===== src/rtl/brp_pkg.sv =====
package brp_pkg;
  localparam int unsigned HIST_W_DEF = 4;
  localparam int unsigned CNT_W_DEF  = 2;
  localparam int unsigned CNT_RST_DEF = 1;  // weakly not taken

  typedef enum logic [1:0] {
    CNT_SNT = 2'b00,
    CNT_WNT = 2'b01,
    CNT_WT  = 2'b10,
    CNT_ST  = 2'b11
  } cnt2_e;
endpackage


===== src/rtl/brp_sat_ctr.sv =====
module brp_sat_ctr #(
  parameter int unsigned W       = 2,
  parameter int unsigned RST_VAL = 1
) (
  input  logic         clk_i,
  input  logic         rst_ni,
  input  logic         en_i,
  input  logic         up_i,
  output logic [W-1:0] cnt_o
);
  localparam logic [W-1:0] MAX_V = '1;
  localparam logic [W-1:0] MIN_V = '0;

  logic [W-1:0] cnt_q;

  always_ff @(posedge clk_i or negedge rst_ni) begin
    if (!rst_ni) begin
      cnt_q <= RST_VAL[W-1:0];
    end else if (en_i) begin
      if (up_i && cnt_q != MAX_V)       cnt_q <= cnt_q + 1'b1;
      else if (!up_i && cnt_q != MIN_V) cnt_q <= cnt_q - 1'b1;
    end
  end

  assign cnt_o = cnt_q;
endmodule


===== src/rtl/brp_ghr.sv =====
module brp_ghr #(
  parameter int unsigned W = 4
) (
  input  logic         clk_i,
  input  logic         rst_ni,
  input  logic         shift_i,
  input  logic         bit_i,
  output logic [W-1:0] hist_o
);
  logic [W-1:0] hist_q;

  always_ff @(posedge clk_i or negedge rst_ni) begin
    if (!rst_ni)      hist_q <= '0;
    else if (shift_i) hist_q <= {hist_q[W-2:0], bit_i};
  end

  assign hist_o = hist_q;
endmodule


===== src/rtl/brp_pht.sv =====
module brp_pht #(
  parameter int unsigned IDX_W   = 4,
  parameter int unsigned CNT_W   = 2,
  parameter int unsigned RST_VAL = 1
) (
  input  logic             clk_i,
  input  logic             rst_ni,
  input  logic [IDX_W-1:0] rd_idx_i,
  output logic [CNT_W-1:0] rd_cnt_o,
  input  logic             wr_en_i,
  input  logic [IDX_W-1:0] wr_idx_i,
  input  logic             wr_up_i
);
  localparam int unsigned N = 1 << IDX_W;

  logic [CNT_W-1:0] cnt_arr [N];

  for (genvar g = 0; g < N; g++) begin : g_ctr
    logic sel;
    assign sel = wr_en_i && (wr_idx_i == IDX_W'(g));
    brp_sat_ctr #(.W(CNT_W), .RST_VAL(RST_VAL)) u_ctr (
      .clk_i (clk_i),
      .rst_ni(rst_ni),
      .en_i  (sel),
      .up_i  (wr_up_i),
      .cnt_o (cnt_arr[g])
    );
  end

  assign rd_cnt_o = cnt_arr[rd_idx_i];
endmodule


===== src/rtl/brp_two_level.sv =====
module brp_two_level #(
  parameter int unsigned HIST_W  = brp_pkg::HIST_W_DEF,
  parameter int unsigned CNT_W   = brp_pkg::CNT_W_DEF,
  parameter int unsigned CNT_RST = brp_pkg::CNT_RST_DEF
) (
  input  logic              clk_i,
  input  logic              rst_ni,
  input  logic              pred_req_i,
  output logic              pred_valid_o,
  output logic              pred_taken_o,
  output logic [HIST_W-1:0] pred_hist_o,
  input  logic              upd_valid_i,
  input  logic              upd_taken_i,
  input  logic [HIST_W-1:0] upd_hist_i
);
  logic [HIST_W-1:0] hist_q;
  logic [CNT_W-1:0]  rd_cnt;

  brp_ghr #(.W(HIST_W)) u_ghr (
    .clk_i  (clk_i),
    .rst_ni (rst_ni),
    .shift_i(upd_valid_i),
    .bit_i  (upd_taken_i),
    .hist_o (hist_q)
  );

  brp_pht #(.IDX_W(HIST_W), .CNT_W(CNT_W), .RST_VAL(CNT_RST)) u_pht (
    .clk_i   (clk_i),
    .rst_ni  (rst_ni),
    .rd_idx_i(hist_q),
    .rd_cnt_o(rd_cnt),
    .wr_en_i (upd_valid_i),
    .wr_idx_i(upd_hist_i),
    .wr_up_i (upd_taken_i)
  );

  // response register: state sampled before same-edge update
  always_ff @(posedge clk_i or negedge rst_ni) begin
    if (!rst_ni) begin
      pred_valid_o <= 1'b0;
      pred_taken_o <= 1'b0;
      pred_hist_o  <= '0;
    end else begin
      pred_valid_o <= pred_req_i;
      if (pred_req_i) begin
        pred_taken_o <= rd_cnt[CNT_W-1];
        pred_hist_o  <= hist_q;
      end
    end
  end
endmodule


===== config.mk =====
export PLATFORM = sky130hd
export DESIGN_NAME = brp_two_level
export DESIGN_NICKNAME = d
export VERILOG_FILES = /design/src/rtl/brp_pkg.sv /design/src/rtl/brp_sat_ctr.sv /design/src/rtl/brp_ghr.sv /design/src/rtl/brp_pht.sv /design/src/rtl/brp_two_level.sv
export SDC_FILE = /design/constraint.sdc
export NUM_CORES = 1
export LEC_CHECK = 0
export CORE_MARGIN = 4
export CORE_UTILIZATION = 50
export CTS_CLUSTER_SIZE = 24
export DETAILED_ROUTE_END_ITERATION = 10
export DONT_BUFFER_PORTS = 1
export GPL_ROUTABILITY_DRIVEN = 0
export GPL_TIMING_DRIVEN = 0
export PLACE_DENSITY = 0.66
export SYNTH_ARGS = -nofsm -noshare
export SYNTH_HDL_FRONTEND = slang
export SYNTH_HIERARCHICAL = 1
export SYNTH_SLANG_ARGS = --single-unit

===== constraint.sdc =====
create_clock -name clk_i -period 2.1 [get_ports clk_i]
set_clock_uncertainty 0.2 [all_clocks]
set_input_delay 0.21 -clock clk_i [delete_from_list [all_inputs] [get_ports clk_i]]
set_output_delay 0.21 -clock clk_i [all_outputs]
set_load 0.05 [all_outputs]

* Word-level counts from Yosys, hierarchy flattened
Index checks and enable logic that the tools add are counted.
** Word-level totals
- Register bits :: 42
- Input bits :: 9
- Output and inout port bits :: 6
- Logic and storage cells :: 218
** Cells by class
- $add $sub $neg :: 32
- $lt $le $gt $ge :: 1
- Eq/ne operators :: 31
- Multiplexer cells :: 35
- Bitwise logic cells :: 1
- Reduce and logical (&&, ||, !) cells :: 98
** Operator list (count)
- 2-bit 2-to-1 mux :: 34
- 2-bit nonzero test :: 32
- 1-bit logical AND :: 48
- 2-bit by 1-bit adder with 2-bit output (second input constant) :: 16
- 4-bit equality test (second input constant) :: 8
- 2-bit inequality test (second input constant) :: 16
- 2-bit AND reduction :: 16
- 2-bit by 1-bit subtractor with 2-bit output (second input constant) :: 16
- 4-bit by 3-bit equality test with 1-bit output (second input constant) :: 4
- 2-bit binary-select mux with 4-bit select :: 1
- 4-bit by 2-bit equality test with 1-bit output (second input constant) :: 2
- 5-bit greater-or-equal comparator (second input constant) :: 1
- 4-bit inverter with 5-bit output :: 1
- 4-bit by 1-bit equality test with 1-bit output (second input constant) :: 1
- 4-bit logical NOT :: 1
- 1-bit logical NOT :: 1

* Longest topological paths before layout
Gate-level depths: netlist of the first run.
- Depth after elaboration :: 4
- Mapped depth :: 5
- Gate-level depth less buffers :: 4

* Modules after synthesis
The synthesis of the first run kept the hierarchy.
** Modules (own cells, without submodules)
- brp_sat_ctr :: instances 16, cells each 8, area each 96.3 sq um, sequential area each 51.3 sq um
- brp_pht :: instances 1, cells each 44, area each 379.1 sq um, sequential area each 0.0 sq um
- brp_two_level :: instances 1, cells each 11, area each 206.4 sq um, sequential area each 150.1 sq um
- brp_ghr :: instances 1, cells each 8, area each 145.1 sq um, sequential area each 100.1 sq um

* Worst setup path before layout of the first run
Ideal clock, no wire load.
- Path kind :: register to register
- Start :: register u_ghr.hist_q[0] (netlist: u_ghr/hist_o[0])
- End :: register pred_taken_o
- Setup time :: 0.125 ns
- Arrival time :: 1.505 ns
- Required time :: 1.775 ns
- Path slack :: 0.270 ns
- Cell stages (with the launch flop) :: 6
- Buffers on the path :: 1
- Period minus slack after synthesis :: 1.830 ns
- Path through :: dfrtp_1 buf_6 mux4_2 a22oi_1 nand3_1 mux2_2
** Between the ends
- Cells in the longest elaborated chain, start to end :: 4
** RTL lines
- start, declared :: RTL line brp_ghr.sv:10 : logic [W-1:0] hist_q;
- start signal, assigned :: RTL line brp_ghr.sv:14 : else if (shift_i) hist_q <= {hist_q[W-2:0], bit_i};
- 4-bit inverter with 5-bit output (implied by the code) :: RTL line brp_pht.sv:30 : assign rd_cnt_o = cnt_arr[rd_idx_i];
- 2-bit binary-select mux with 4-bit select :: RTL line brp_pht.sv:30
- 2-bit 2-to-1 mux (implied by the code) (2 in a row) :: RTL line brp_pht.sv:30
- via rd_cnt[1] :: RTL line brp_two_level.sv:17 : logic [CNT_W-1:0] rd_cnt;
- end signal, assigned :: RTL line brp_two_level.sv:46 : pred_taken_o <= rd_cnt[CNT_W-1];
- end, declared :: RTL line brp_two_level.sv:10 : output logic pred_taken_o,
The timed path passes the listed nets, and every way through them passes these cells. The select of a mux whose other input is x is not followed.
A chain may end at the register's enable or synchronous reset.

* Worst setup path after layout of the first run
Same ends and word-level chain as after synthesis.

==> flow_summary.html, run 1 <==
<table>
<tr><th>Metric</th><th>Value</th></tr>
<tr><th colspan="2">Timing</th></tr>
<tr><td>Final hold slack</td><td>about 66 ps</td></tr>
<tr><td>Count of endpoints failing setup in the final report</td><td>0</td></tr>
<tr><td>Final worst path period need</td><td>just under 2000 ps</td></tr>
<tr><td>Final count of pins violating max slew</td><td>0</td></tr>
<tr><td>Slew at the pin closest to its max-slew limit</td><td>~500 ps</td></tr>
<tr><td>Relative slew slack</td><td>66.6%</td></tr>
<tr><td>RSZ-0062 raised after global routing</td><td>no</td></tr>
<tr><td>Highest Clock Rate</td><td>~0.5 GHz</td></tr>
<tr><td>Final hold viol count</td><td>0</td></tr>
<tr><td>Period Utilization, post-route</td><td>a little over nine tenths</td></tr>
<tr><td>Final sum of negative setup slack</td><td>0 ps</td></tr>
<tr><th colspan="2">Layout</th></tr>
<tr><td>Final-layout fill cell count</td><td>approximately 350</td></tr>
<tr><td>Number of nets at the end of the flow</td><td>approximately 210</td></tr>
<tr><td>Area of the multi-input gates</td><td>1070 µm²</td></tr>
<tr><td>Area used by sequential logic in the layout</td><td>1070 µm²</td></tr>
<tr><td>Ratio of cells with drive above 1 in the final layout</td><td>between 10% and 20%</td></tr>
<tr><td>Finished Core Util</td><td>between 50% and 60%</td></tr>
<tr><td>Area overhead of the layout relative to synthesis</td><td>12.1%</td></tr>
<tr><td>Non-filler instance count after layout</td><td>250</td></tr>
<tr><td>Antenna cells</td><td>0</td></tr>
<tr><th colspan="2">Pwr</th></tr>
<tr><td>Power per cell area</td><td>approximately 840 nW/µm²</td></tr>
<tr><td>Peak supply drop</td><td>approximately 0.00041 V</td></tr>
<tr><td>Static power due to leakage</td><td>roughly 0.9 nW</td></tr>
<tr><th colspan="2">Clock network</th></tr>
<tr><td>Maximum clock insertion buffer count</td><td>2</td></tr>
<tr><td>Clock edge transition at the registers on the reported setup and hold paths</td><td>80 ps</td></tr>
<tr><td>Number of sinks driven by the clock tree</td><td>42</td></tr>
<tr><td>Number of buffers created by CTS</td><td>5</td></tr>
<tr><td>Clock tree from TritonCTS</td><td>done</td></tr>
<tr><td>Clock tree root buffer cell</td><td>sky130_fd_sc_hd__clkbuf_8</td></tr>
<tr><td>Clock latency on the worst-skew pair</td><td>290 ps</td></tr>
<tr><td>Number of setup buffers added after CTS</td><td>0</td></tr>
<tr><td>H-Tree Level Count</td><td>2</td></tr>
<tr><th colspan="2">Critical path</th></tr>
<tr><td>FF-to-FF Start</td><td>u_ghr/hist_o[0]</td></tr>
<tr><td>Cell type with the highest occurrence count on the critical path</td><td>sky130_fd_sc_hd__nand3_1</td></tr>
<tr><td>Critical path data required time</td><td>about 2100 ps</td></tr>
<tr><td>Instance count on the critical path</td><td>5</td></tr>
<tr><td>CP Cell Sequence</td><td>buf_6 -&gt; mux4_1 -&gt; nand3_1 -&gt; nand3_1 -&gt; mux2_2</td></tr>
<tr><td>Number of buffers and inverters on the critical path</td><td>1</td></tr>
<tr><td>Critical setup path kind</td><td>reg -&gt; reg</td></tr>
<tr><td>Data arrival time of the critical path</td><td>between 1500 and 2000 ps</td></tr>
<tr><td>Family of cells with the greatest summed delay on the critical path</td><td>multiplexers</td></tr>
<tr><td>Slowest CP cell</td><td>sky130_fd_sc_hd__mux4_1</td></tr>
<tr><td>Highest cell delay on the worst timing path</td><td>620 ps</td></tr>
<tr><td>Worst R2R Path Depth</td><td>5</td></tr>
<tr><td>Beginning of the critical path</td><td>u_ghr/hist_o[0]</td></tr>
<tr><td>Critical-path maximum fanout</td><td>4</td></tr>
<tr><td>Nature of the critical path endpoint</td><td>register</td></tr>
<tr><td>Worst setup SP type</td><td>register</td></tr>
<tr><th colspan="2">Route</th></tr>
<tr><td>Post-detailed-route count of antenna-violating nets</td><td>0</td></tr>
<tr><td>Vias/cell</td><td>5.94</td></tr>
<tr><td>Average routed wire per standard cell</td><td>17.1 µm</td></tr>
<tr><td>Number of optimization iterations in the first detailed-route pass</td><td>4</td></tr>
<tr><td>Routed wire length</td><td>4260 µm</td></tr>
<tr><td>Total DRC errors in the routed layout</td><td>0</td></tr>
<tr><td>Count of routing violations after the opening detailed-route iteration</td><td>104</td></tr>
<tr><td>Vias after detailed routing</td><td>1484</td></tr>
<tr><th colspan="2">Hold path</th></tr>
<tr><td>Worst Hold Class</td><td>in -&gt; reg</td></tr>
<tr><td>Beginning of the worst hold path</td><td>upd_hist_i[3]</td></tr>
<tr><td>Hold Crit Depth</td><td>4</td></tr>
<tr><th colspan="2">Global route</th></tr>
<tr><td>Total GRT Usage</td><td>between 10% and 20%</td></tr>
<tr><td>Total global routing overflow</td><td>0</td></tr>
<tr><td>Largest net degree at the start of global routing</td><td>66</td></tr>
<tr><td>First-pass GRT wire length</td><td>roughly 7400 µm</td></tr>
<tr><td>Initial antenna violation count</td><td>0</td></tr>
<tr><td>Number of global-route vias before repair</td><td>between 1500 and 2000</td></tr>
<tr><th colspan="2">Floorplan</th></tr>
<tr><td>Initial core utilization</td><td>52.7%</td></tr>
<tr><td>I/O pin cnt</td><td>15</td></tr>
<tr><td>Die width</td><td>73.6 µm</td></tr>
<tr><td>Floorplan core area</td><td>between 4000 and 5000 µm²</td></tr>
<tr><td>Die Outline Area</td><td>5420 µm²</td></tr>
<tr><td>Number of cell rows</td><td>23</td></tr>
<tr><td>Die span in y</td><td>roughly 74 µm</td></tr>
<tr><th colspan="2">Logic synthesis</th></tr>
<tr><td>Synthesized Nets</td><td>around 190</td></tr>
<tr><td>Netlist area before placement</td><td>~2200 µm²</td></tr>
<tr><td>Post-Synthesis Cells</td><td>roughly 180</td></tr>
<tr><td>Post-synthesis average cell area</td><td>11.8 µm²</td></tr>
<tr><td>Count of synthesis-stage warnings from yosys</td><td>6</td></tr>
<tr><th colspan="2">Outcome</th></tr>
<tr><td>Run status</td><td>finished, final reports clean</td></tr>
<tr><th colspan="2">Flow run</th></tr>
<tr><td>MaxCap Viol Count</td><td>0</td></tr>
<tr><th colspan="2">Placement</th></tr>
<tr><td>Post-detail-place hpwl</td><td>around 2800 µm</td></tr>
<tr><td>Placed insts</td><td>233</td></tr>
<tr><td>Number of I/O port buffers</td><td>0</td></tr>
</table>
[sequential cells by signal, summed over array words and instances (netlist names)]
signal,count
pred_taken_o,1
pred_hist_o,4
pred_valid_o,1
u_pht/g_ctr.u_ctr/cnt_o,32
u_ghr/hist_o,4
[placed cells by master, fill, tap and decap left out, drive strengths merged]
master and instances:
a21boi 16, a21o 16, a22o 16, a22oi 1
buf 3, clkbuf 7, clkinv 2, dfrtp 26
dfstp 16, dlygate4sd3 7, mux2 9, mux2i 16
mux4 4, nand2 2, nand2b 18, nand3 3
nand3b 2, nor2 13, nor2b 2, nor3 4
o21ai 16, or3b 1
[power by group]
| part | internal (W) | switching (W) |
|---|---|---|
| registers | 0.00102 | 0.000215 |
| logic | 0.000169 | 0.000116 |
| clock network | 0.000231 | 0.000271 |
[what timing repair did]
item / CTS / global route
resized for setup: 0 / 1
hold endpoints to repair: 84 / 1
hold buffers: 8 / 1
setup endpoints to repair: 0 / 1
[worst reg2reg max path, delay by kind of cell (launching register included)]
kind	cells	cell delay, ps
buffers and inverters	1	160
flip-flops	1	410
multiplexers	2	890
AND/OR/NAND/NOR	2	210
[per-stage QoR]
step,instance area (µm²),power [W],worst slack (ps)
4_1_cts,2400,0.00204,77.7
3_5_place_dp,2220,0.00149,148
2_1_floorplan,2150,0.00143,308
5_1_grt,2410,0.00213,46.0
6_report,2410,0.00202,128
3_3_place_gp,2220,0.00146,188
[per-layer routing]
metal	vias up	global-route usage (%)	share of wire, %
met3	6	5.34	5.5
li1	713	-	-
met2	25	28.0	48
met4	0	5.23	1.1
met5	-	0	0
met1	740	23.4	46
[path summary, 6_finish.rpt]
path	endpoint	slack [ps]
max reg2reg	pred_taken_o	130
max in group asynchronous	u_pht/g_ctr[11].u_ctr/cnt_o[0]	1260
min	u_pht/g_ctr[2].u_ctr/cnt_o[0]	70
min reg2reg	u_pht/g_ctr[0].u_ctr/cnt_o[0]	290
max	pred_taken_o	130
min in group asynchronous	u_pht/g_ctr[14].u_ctr/cnt_o[1]	180
[area by class of cell]
class	instances	share of cell area [%]
well taps	50	2.59
flip-flops and latches	42	44.4
plain buffers	2	0.622
clock inverters	2	0.415
clock buffers	6	3.01
repair buffers	9	4.56
multi-input cells	139	44.4
(Power assumes the default switching activity.)
==> run 2: changes to the inputs <==
--- a/config.mk
+++ b/config.mk
@@ -7,12 +7,14 @@
 export LEC_CHECK = 0
 export CORE_MARGIN = 4
 export CORE_UTILIZATION = 50
+export CTS_BUF_LIST = sky130_fd_sc_hd__clkbuf_8
 export CTS_CLUSTER_SIZE = 24
 export DETAILED_ROUTE_END_ITERATION = 10
 export DONT_BUFFER_PORTS = 1
 export GPL_ROUTABILITY_DRIVEN = 0
 export GPL_TIMING_DRIVEN = 0
 export PLACE_DENSITY = 0.66
+export SLEW_MARGIN = 20
 export SYNTH_ARGS = -nofsm -noshare
 export SYNTH_HDL_FRONTEND = slang
 export SYNTH_HIERARCHICAL = 1
==> run 2 against run 1 <==
Fmax hardly changed. Design area stayed put. Clock power is 1% lower. Die area stayed put. Final cell count stayed put. Non-clock buffer count stayed put. Critical path depth stayed put. Sequential cell count stayed put. Critical path type unchanged. Largest power group unchanged.
==> flow_summary.html, run 2 (synthesis results as in run 1) <==
<table>
<tr><th>Metric</th><th>Value</th></tr>
<tr><th colspan="2">Timing</th></tr>
<tr><td>Final hold slack</td><td>66.5 ps (+0.464 ps)</td></tr>
<tr><td>Count of endpoints failing setup in the final report</td><td>0 (unchanged)</td></tr>
<tr><td>Relative slew slack</td><td>66.6% (about the same)</td></tr>
<tr><td>Slew at the pin closest to its max-slew limit</td><td>498 ps (-0.133 ps)</td></tr>
<tr><td>RSZ-0062 raised after global routing</td><td>no</td></tr>
<tr><td>Period Utilization, post-route</td><td>93.9% (about the same)</td></tr>
<tr><td>Highest Clock Rate</td><td>0.507 GHz (about the same)</td></tr>
<tr><td>Final hold viol count</td><td>0 (unchanged)</td></tr>
<tr><td>Worst-case setup margin in the final layout</td><td>129 ps (+1.31 ps)</td></tr>
<tr><td>Final sum of negative setup slack</td><td>0 ps (unchanged)</td></tr>
<tr><td>Final count of pins violating max slew</td><td>0 (unchanged)</td></tr>
<tr><td>Final worst path period need</td><td>1970 ps (-1.31 ps)</td></tr>
<tr><th colspan="2">Global route</th></tr>
<tr><td>Number of global-route vias before repair</td><td>1549 (unchanged)</td></tr>
<tr><td>Largest net degree at the start of global routing</td><td>66 (unchanged)</td></tr>
<tr><td>Total global routing overflow</td><td>0 (unchanged)</td></tr>
<tr><td>First-pass GRT wire length</td><td>7360 µm (unchanged)</td></tr>
<tr><td>Total GRT Usage</td><td>17.7% (unchanged)</td></tr>
<tr><td>Initial antenna violation count</td><td>0 (unchanged)</td></tr>
<tr><th colspan="2">Layout</th></tr>
<tr><td>Ratio of cells with drive above 1 in the final layout</td><td>19.5% (unchanged)</td></tr>
<tr><td>Final-layout fill cell count</td><td>346 (unchanged)</td></tr>
<tr><td>Area used by sequential logic in the layout</td><td>1070 µm² (unchanged)</td></tr>
<tr><td>Area overhead of the layout relative to synthesis</td><td>12.1% (unchanged)</td></tr>
<tr><td>Number of nets at the end of the flow</td><td>208 (unchanged)</td></tr>
<tr><td>Antenna cells</td><td>0 (unchanged)</td></tr>
<tr><td>Most common cell after layout, fill and taps aside</td><td>sky130_fd_sc_hd__dfrtp_1</td></tr>
<tr><td>Non-filler instance count after layout</td><td>250 (unchanged)</td></tr>
<tr><td>Number of flip-flops under the largest register name</td><td>32 (unchanged)</td></tr>
<tr><td>Area of the multi-input gates</td><td>1070 µm² (unchanged)</td></tr>
<tr><td>Top library cells by usage in the layout, fill and taps aside</td><td>26 x sky130_fd_sc_hd__dfrtp_1, 18 x sky130_fd_sc_hd__nand2b_1</td></tr>
<tr><th colspan="2">Hold path</th></tr>
<tr><td>Beginning of the worst hold path</td><td>upd_hist_i[3]</td></tr>
<tr><td>Hold Crit Depth</td><td>4 (unchanged)</td></tr>
<tr><td>Hold Path Sink</td><td>u_pht/g_ctr[2].u_ctr/cnt_o[0]</td></tr>
<tr><td>Worst Hold Class</td><td>in -&gt; reg</td></tr>
<tr><th colspan="2">Critical path</th></tr>
<tr><td>Worst R2R Path Depth</td><td>5 (unchanged)</td></tr>
<tr><td>Critical path data required time</td><td>2080 ps (about the same)</td></tr>
<tr><td>Critical setup path kind</td><td>reg -&gt; reg</td></tr>
<tr><td>Data arrival time of the critical path</td><td>1950 ps (about the same)</td></tr>
<tr><td>FF-to-FF Start</td><td>u_ghr/hist_o[0]</td></tr>
<tr><td>Critical-path maximum fanout</td><td>4 (unchanged)</td></tr>
<tr><td>Nature of the critical path endpoint</td><td>register</td></tr>
<tr><td>Internal reg-to-reg setup slack</td><td>130 ps (about the same)</td></tr>
<tr><td>Worst setup SP type</td><td>register</td></tr>
<tr><td>Endpoint of the most critical register-to-register path</td><td>pred_taken_o</td></tr>
<tr><th colspan="2">Flow run</th></tr>
<tr><td>MaxCap Viol Count</td><td>0 (unchanged)</td></tr>
<tr><th colspan="2">Placement</th></tr>
<tr><td>Number of I/O port buffers</td><td>0 (unchanged)</td></tr>
<tr><td>Post-detail-place hpwl</td><td>2800 µm (unchanged)</td></tr>
<tr><td>Setup slack after placement</td><td>148 ps (unchanged)</td></tr>
<tr><td>Placed insts</td><td>233 (unchanged)</td></tr>
<tr><th colspan="2">Clock network</th></tr>
<tr><td>Maximum clock insertion buffer count</td><td>2 (unchanged)</td></tr>
<tr><td>Number of sinks driven by the clock tree</td><td>42 (unchanged)</td></tr>
<tr><td>H-Tree Level Count</td><td>2 (unchanged)</td></tr>
<tr><td>Clock latency on the worst-skew pair</td><td>290 ps (about the same)</td></tr>
<tr><td>Clock tree root buffer cell</td><td>sky130_fd_sc_hd__clkbuf_8</td></tr>
<tr><td>Clock tree from TritonCTS</td><td>done</td></tr>
<tr><td>Number of buffers created by CTS</td><td>5 (unchanged)</td></tr>
<tr><td>Clock edge transition at the registers on the reported setup and hold paths</td><td>80 ps (about the same)</td></tr>
<tr><td>Number of setup buffers added after CTS</td><td>0 (unchanged)</td></tr>
<tr><th colspan="2">Outcome</th></tr>
<tr><td>Run status</td><td>finished, final reports clean</td></tr>
<tr><th colspan="2">Floorplan</th></tr>
<tr><td>Floorplan core area</td><td>4090 µm² (unchanged)</td></tr>
<tr><td>Die width</td><td>73.6 µm (unchanged)</td></tr>
<tr><td>Die Outline Area</td><td>5420 µm² (unchanged)</td></tr>
<tr><td>I/O pin cnt</td><td>15 (unchanged)</td></tr>
<tr><td>Die span in y</td><td>73.6 µm (unchanged)</td></tr>
<tr><td>Number of cell rows</td><td>23 (unchanged)</td></tr>
<tr><td>Initial core utilization</td><td>52.7% (unchanged)</td></tr>
<tr><th colspan="2">Pwr</th></tr>
<tr><td>Post-layout power</td><td>0.00202 W (-0.24%)</td></tr>
<tr><td>Static power due to leakage</td><td>0.905 nW (+0.46%)</td></tr>
<tr><td>Peak supply drop</td><td>0.000407 V (about the same)</td></tr>
<tr><td>Power per cell area</td><td>837 nW/µm² (-0.24%)</td></tr>
<tr><th colspan="2">Route</th></tr>
<tr><td>Routed wire length</td><td>4260 µm (about the same)</td></tr>
<tr><td>Number of optimization iterations in the first detailed-route pass</td><td>4 (unchanged)</td></tr>
<tr><td>Vias after detailed routing</td><td>1482 (-0.13%)</td></tr>
<tr><td>Count of routing violations after the opening detailed-route iteration</td><td>103 (-0.96%)</td></tr>
<tr><td>Total DRC errors in the routed layout</td><td>0 (unchanged)</td></tr>
<tr><td>Vias/cell</td><td>5.93 (-0.13%)</td></tr>
<tr><td>Post-detailed-route count of antenna-violating nets</td><td>0 (unchanged)</td></tr>
<tr><td>Average routed wire per standard cell</td><td>17.0 µm (about the same)</td></tr>
</table>
==> run 2: final cells by class <==
cell class / instances / share of cell area (%)
repair buffers: 9 / 4.56
multi-input cells: 139 / 44.4
plain buffers: 2 / 0.622
flip-flops and latches: 42 / 44.4
clock buffers: 5 / 2.85
well taps: 50 / 2.59
clock inverters: 3 / 0.570
==> run 2: report_power, final <==
part	switching [W]	leakage, nW	internal, W
clock network	0.000271	0.0491	0.000226
logic	0.000116	0.430	0.000169
registers	0.000215	0.427	0.00102
total	0.000602	0.905	0.00142
==> run 2: how the worst max path moves through the flow <==
stage	startpoint	endpoint	slack, ps
after global placement	u_ghr/hist_o[0]	pred_taken_o	190
after detailed placement	u_ghr/hist_o[0]	pred_taken_o	150
after floorplan	u_ghr/hist_o[0]	pred_taken_o	310
after global routing	u_ghr/hist_o[0]	pred_taken_o	50
final	u_ghr/hist_o[0]	pred_taken_o	130
after CTS	upd_hist_i[1]	u_pht/g_ctr[12].u_ctr/cnt_o[0]	80
==> run 2: worst max-delay path, cell delays in order, from the launching register on <==
cell and delay [ps]:
sky130_fd_sc_hd__dfrtp_1 410, sky130_fd_sc_hd__buf_6 160, sky130_fd_sc_hd__mux4_1 620, sky130_fd_sc_hd__nand3_1 120, sky130_fd_sc_hd__nand3_1 80, sky130_fd_sc_hd__mux2_2 270
==> run 2: timing repair <==
item | in CTS | in global routing
setup endpoints to repair | 0 | 1
resized for setup | 0 | 1
hold buffers | 8 | 1
hold endpoints to repair | 84 | 1
==> run 2: per-stage QoR <==
step           cell area [µm²]  util [%]
4_1_cts                   2400      58.7
6_report                  2410      59.1
3_3_place_gp              2220      54.2
2_1_floorplan             2150         -
5_1_grt                   2410      59.1
3_5_place_dp              2220      54.2
==> run 2: layer usage <==
layer | wire [µm] | global-route usage (%)
met5 | 0 | 0
met1 | 1960 | 23.4
met4 | 49 | 5.23
met2 | 2040 | 28.0
met3 | 210 | 5.34
==> run 3: changes to the inputs <==
--- a/config.mk
+++ b/config.mk
@@ -7,7 +7,6 @@
 export LEC_CHECK = 0
 export CORE_MARGIN = 4
 export CORE_UTILIZATION = 50
-export CTS_BUF_LIST = sky130_fd_sc_hd__clkbuf_8
 export CTS_CLUSTER_SIZE = 24
 export DETAILED_ROUTE_END_ITERATION = 10
 export DONT_BUFFER_PORTS = 1
==> constraint.sdc (replaced) <==
create_clock -name clk_i -period 2.5 [get_ports clk_i]
set_clock_uncertainty 0.2 [all_clocks]
set_input_delay 0.25 -clock clk_i [delete_from_list [all_inputs] [get_ports clk_i]]
set_output_delay 0.25 -clock clk_i [all_outputs]
set_load 0.05 [all_outputs]
==> run 3 against run 2 <==
Die area stayed put. Core utilization fell by 0.12 points. Register-to-register slack better by 390 ps. Clock power down 15%. Design area shrank 0.21%. Power down 16%. Via count is 1.7% higher. Sequential share of layout area increased by 0.092 points. Wire length grew 4.2%. Largest cell class is now flip-flops and latches. Largest power group unchanged.
==> flow_summary.html, run 3 (synthesis results as in run 1) <==
<table>
<tr><th>Metric</th><th>Value</th></tr>
<tr><th colspan="2">Timing</th></tr>
<tr><td>Final hold viol count</td><td>0 (unchanged)</td></tr>
<tr><td>RSZ-0062 raised after global routing</td><td>no</td></tr>
<tr><td>Relative slew slack</td><td>64.9% (-1.7 points)</td></tr>
<tr><td>Highest Clock Rate</td><td>0.479 GHz</td></tr>
<tr><td>Final count of pins violating max slew</td><td>0 (unchanged)</td></tr>
<tr><td>Period Utilization, post-route</td><td>between 80% and 90%</td></tr>
<tr><td>Slew at the pin closest to its max-slew limit</td><td>523 ps (+24.9 ps)</td></tr>
<tr><td>Final sum of negative setup slack</td><td>0 ps (unchanged)</td></tr>
<tr><td>Count of endpoints failing setup in the final report</td><td>0 (unchanged)</td></tr>
<tr><td>Final worst path period need</td><td>about 2100 ps</td></tr>
<tr><th colspan="2">Layout</th></tr>
<tr><td>Number of nets at the end of the flow</td><td>208 (unchanged)</td></tr>
<tr><td>Most common cell after layout, fill and taps aside</td><td>sky130_fd_sc_hd__dfrtp_1</td></tr>
<tr><td>Ratio of cells with drive above 1 in the final layout</td><td>19.0% (-0.50 points)</td></tr>
<tr><td>Fin area</td><td>2410 µm² (-0.21%)</td></tr>
<tr><td>Area overhead of the layout relative to synthesis</td><td>11.9%</td></tr>
<tr><td>Finished Core Util</td><td>58.9% (-0.12 points)</td></tr>
<tr><td>Final-layout fill cell count</td><td>348 (+0.58%)</td></tr>
<tr><td>Top library cells by usage in the layout, fill and taps aside</td><td>26 x sky130_fd_sc_hd__dfrtp_1, 18 x sky130_fd_sc_hd__nand2b_1</td></tr>
<tr><td>Number of flip-flops under the largest register name</td><td>32 (unchanged)</td></tr>
<tr><td>Area of the multi-input gates</td><td>1070 µm² (-0.47%)</td></tr>
<tr><td>Antenna cells</td><td>0 (unchanged)</td></tr>
<tr><td>Non-filler instance count after layout</td><td>250 (unchanged)</td></tr>
<tr><td>Area used by sequential logic in the layout</td><td>1070 µm² (unchanged)</td></tr>
<tr><th colspan="2">Clock network</th></tr>
<tr><td>Clock tree root buffer cell</td><td>sky130_fd_sc_hd__clkbuf_8</td></tr>
<tr><td>H-Tree Level Count</td><td>2 (unchanged)</td></tr>
<tr><td>Number of setup buffers added after CTS</td><td>0 (unchanged)</td></tr>
<tr><td>Number of buffers created by CTS</td><td>5 (unchanged)</td></tr>
<tr><td>Clock edge transition at the registers on the reported setup and hold paths</td><td>80 ps (about the same)</td></tr>
<tr><td>Clock latency on the worst-skew pair</td><td>290 ps (about the same)</td></tr>
<tr><td>Clock tree from TritonCTS</td><td>done</td></tr>
<tr><td>Number of sinks driven by the clock tree</td><td>42 (unchanged)</td></tr>
<tr><td>Maximum clock insertion buffer count</td><td>2 (unchanged)</td></tr>
<tr><th colspan="2">Critical path</th></tr>
<tr><td>CP Cell Sequence</td><td>dlygate4sd3_1 -&gt; nor3_1 -&gt; dlygate4sd3_1 -&gt; o21ai_0 -&gt; mux2i_1</td></tr>
<tr><td>Worst setup SP type</td><td>input port</td></tr>
<tr><td>FF-to-FF Start</td><td>u_ghr/hist_o[0]</td></tr>
<tr><td>Worst R2R Path Depth</td><td>5 (unchanged)</td></tr>
<tr><td>Cell type with the highest occurrence count on the critical path</td><td>sky130_fd_sc_hd__dlygate4sd3_1</td></tr>
<tr><td>Nature of the critical path endpoint</td><td>register</td></tr>
<tr><td>Instance count on the critical path</td><td>5 (unchanged)</td></tr>
<tr><td>Number of buffers and inverters on the critical path</td><td>2 (+1)</td></tr>
<tr><td>Data arrival time of the critical path</td><td>2110 ps (+160 ps)</td></tr>
<tr><td>Slowest CP cell</td><td>sky130_fd_sc_hd__dlygate4sd3_1</td></tr>
<tr><td>Critical path data required time</td><td>2520 ps (+440 ps)</td></tr>
<tr><td>Family of cells with the greatest summed delay on the critical path</td><td>buffers and inverters</td></tr>
<tr><td>Critical-path maximum fanout</td><td>4 (unchanged)</td></tr>
<tr><td>Endpoint of the most critical register-to-register path</td><td>pred_taken_o</td></tr>
<tr><td>Critical setup path kind</td><td>in -&gt; reg</td></tr>
<tr><td>Highest cell delay on the worst timing path</td><td>620 ps (about the same)</td></tr>
<tr><td>Internal reg-to-reg setup slack</td><td>520 ps (+390 ps)</td></tr>
<tr><th colspan="2">Floorplan</th></tr>
<tr><td>Die span in y</td><td>73.6 µm (unchanged)</td></tr>
<tr><td>Initial core utilization</td><td>52.7% (unchanged)</td></tr>
<tr><td>I/O pin cnt</td><td>15 (unchanged)</td></tr>
<tr><td>Number of cell rows</td><td>23 (unchanged)</td></tr>
<tr><td>Die Outline Area</td><td>5420 µm² (unchanged)</td></tr>
<tr><td>Die width</td><td>73.6 µm (unchanged)</td></tr>
<tr><td>Floorplan core area</td><td>4090 µm² (unchanged)</td></tr>
<tr><th colspan="2">Route</th></tr>
<tr><td>Vias/cell</td><td>6.03 (+1.7%)</td></tr>
<tr><td>Vias after detailed routing</td><td>1507 (+1.7%)</td></tr>
<tr><td>Number of optimization iterations in the first detailed-route pass</td><td>4 (unchanged)</td></tr>
<tr><td>Post-detailed-route count of antenna-violating nets</td><td>0 (unchanged)</td></tr>
<tr><td>Routed wire length</td><td>4440 µm (+4.2%)</td></tr>
<tr><td>Total DRC errors in the routed layout</td><td>0 (unchanged)</td></tr>
<tr><td>Average routed wire per standard cell</td><td>17.7 µm (+4.2%)</td></tr>
<tr><td>Count of routing violations after the opening detailed-route iteration</td><td>94 (-8.7%)</td></tr>
<tr><th colspan="2">Hold path</th></tr>
<tr><td>Beginning of the worst hold path</td><td>upd_taken_i</td></tr>
<tr><td>Hold Path Sink</td><td>u_pht/g_ctr[1].u_ctr/cnt_o[0]</td></tr>
<tr><td>Hold Crit Depth</td><td>2 (-2)</td></tr>
<tr><td>Worst Hold Class</td><td>in -&gt; reg</td></tr>
<tr><th colspan="2">Global route</th></tr>
<tr><td>Initial antenna violation count</td><td>0 (unchanged)</td></tr>
<tr><td>Largest net degree at the start of global routing</td><td>44 (-33%)</td></tr>
<tr><td>Total GRT Usage</td><td>18.3% (+0.66 points)</td></tr>
<tr><td>Number of global-route vias before repair</td><td>1583 (+2.2%)</td></tr>
<tr><td>Total global routing overflow</td><td>0 (unchanged)</td></tr>
<tr><td>First-pass GRT wire length</td><td>7650 µm (+3.9%)</td></tr>
<tr><th colspan="2">Placement</th></tr>
<tr><td>Placed inst area</td><td>2220 µm² (unchanged)</td></tr>
<tr><td>Placed insts</td><td>233 (unchanged)</td></tr>
<tr><td>Post-detail-place hpwl</td><td>2800 µm (unchanged)</td></tr>
<tr><td>Number of I/O port buffers</td><td>0 (unchanged)</td></tr>
<tr><th colspan="2">Pwr</th></tr>
<tr><td>Power per cell area</td><td>706 nW/µm² (-16%)</td></tr>
<tr><td>Post-layout power</td><td>0.00170 W (-16%)</td></tr>
<tr><td>Peak supply drop</td><td>0.000341 V (-16%)</td></tr>
<tr><td>Static power due to leakage</td><td>0.900 nW (-0.59%)</td></tr>
<tr><th colspan="2">Flow run</th></tr>
<tr><td>MaxCap Viol Count</td><td>0 (unchanged)</td></tr>
<tr><th colspan="2">Outcome</th></tr>
<tr><td>Run status</td><td>finished, final reports clean</td></tr>
</table>
==> run 3: cell count changes in the layout (fill, tap and decap cells not counted) <==
cell,change
sky130_fd_sc_hd__inv_1,-1
sky130_fd_sc_hd__nor3_2,-1
sky130_fd_sc_hd__nor3_1,+1
sky130_fd_sc_hd__clkbuf_1,+1
==> run 3: stage by stage <==
step	setup slack [ps]	hold slack [ps]
final	411	8.00
after CTS	441	0.276
after floorplan	708	-246
after detailed placement	548	-245
after global routing	339	2.68
after global placement	588	-245
==> run 3: worst max-delay path by stage <==
stage | start | end
2_1_floorplan | u_ghr/hist_o[0] | pred_taken_o
3_3_place_gp | u_ghr/hist_o[0] | pred_taken_o
3_5_place_dp | u_ghr/hist_o[0] | pred_taken_o
4_1_cts | upd_hist_i[1] | u_pht/g_ctr[12].u_ctr/cnt_o[0]
5_1_grt | upd_hist_i[1] | u_pht/g_ctr[12].u_ctr/cnt_o[0]
6_report | upd_hist_i[1] | u_pht/g_ctr[12].u_ctr/cnt_o[0]
==> run 3: final cells by class <==
type / instances / share of cell area (%)
sequential: 42 / 44.5
multi-input combinational: 139 / 44.3
timing repair buffer: 9 / 4.57
clock buffer: 6 / 3.01
tap: 50 / 2.60
buffer: 2 / 0.623
clock inverter: 2 / 0.416
==> run 3: repair_timing <==
action | CTS | global route
setup endpoints to repair | 0 | 0
hold buffers | 8 | 1
resized for setup | 0 | 0
hold endpoints to repair | 81 | 1
==> run 3: routing by layer <==
metal | routed length, µm | part of all wire (%) | GRT usage [%]
met1 | 2010 | 45 | 23.9
met2 | 2140 | 48 | 29.6
met3 | 242 | 5.5 | 5.34
met4 | 49 | 1.1 | 5.23
met5 | 0 | 0 | 0
==> run 3: worst reg2reg max path, delay by kind of cell, from the launching register on <==
family / cells / cell delay (ps)
multiplexers: 2 / 890
AND/OR/NAND/NOR: 2 / 220
buffers and inverters: 1 / 160
flip-flops: 1 / 410
==> run 3: power breakdown <==
group,internal [W],switching [W],leakage (nW)
Sequential,0.000860,0.000181,0.427
Combinational,0.000141,0.0000939,0.428
Clock,0.000194,0.000229,0.0450
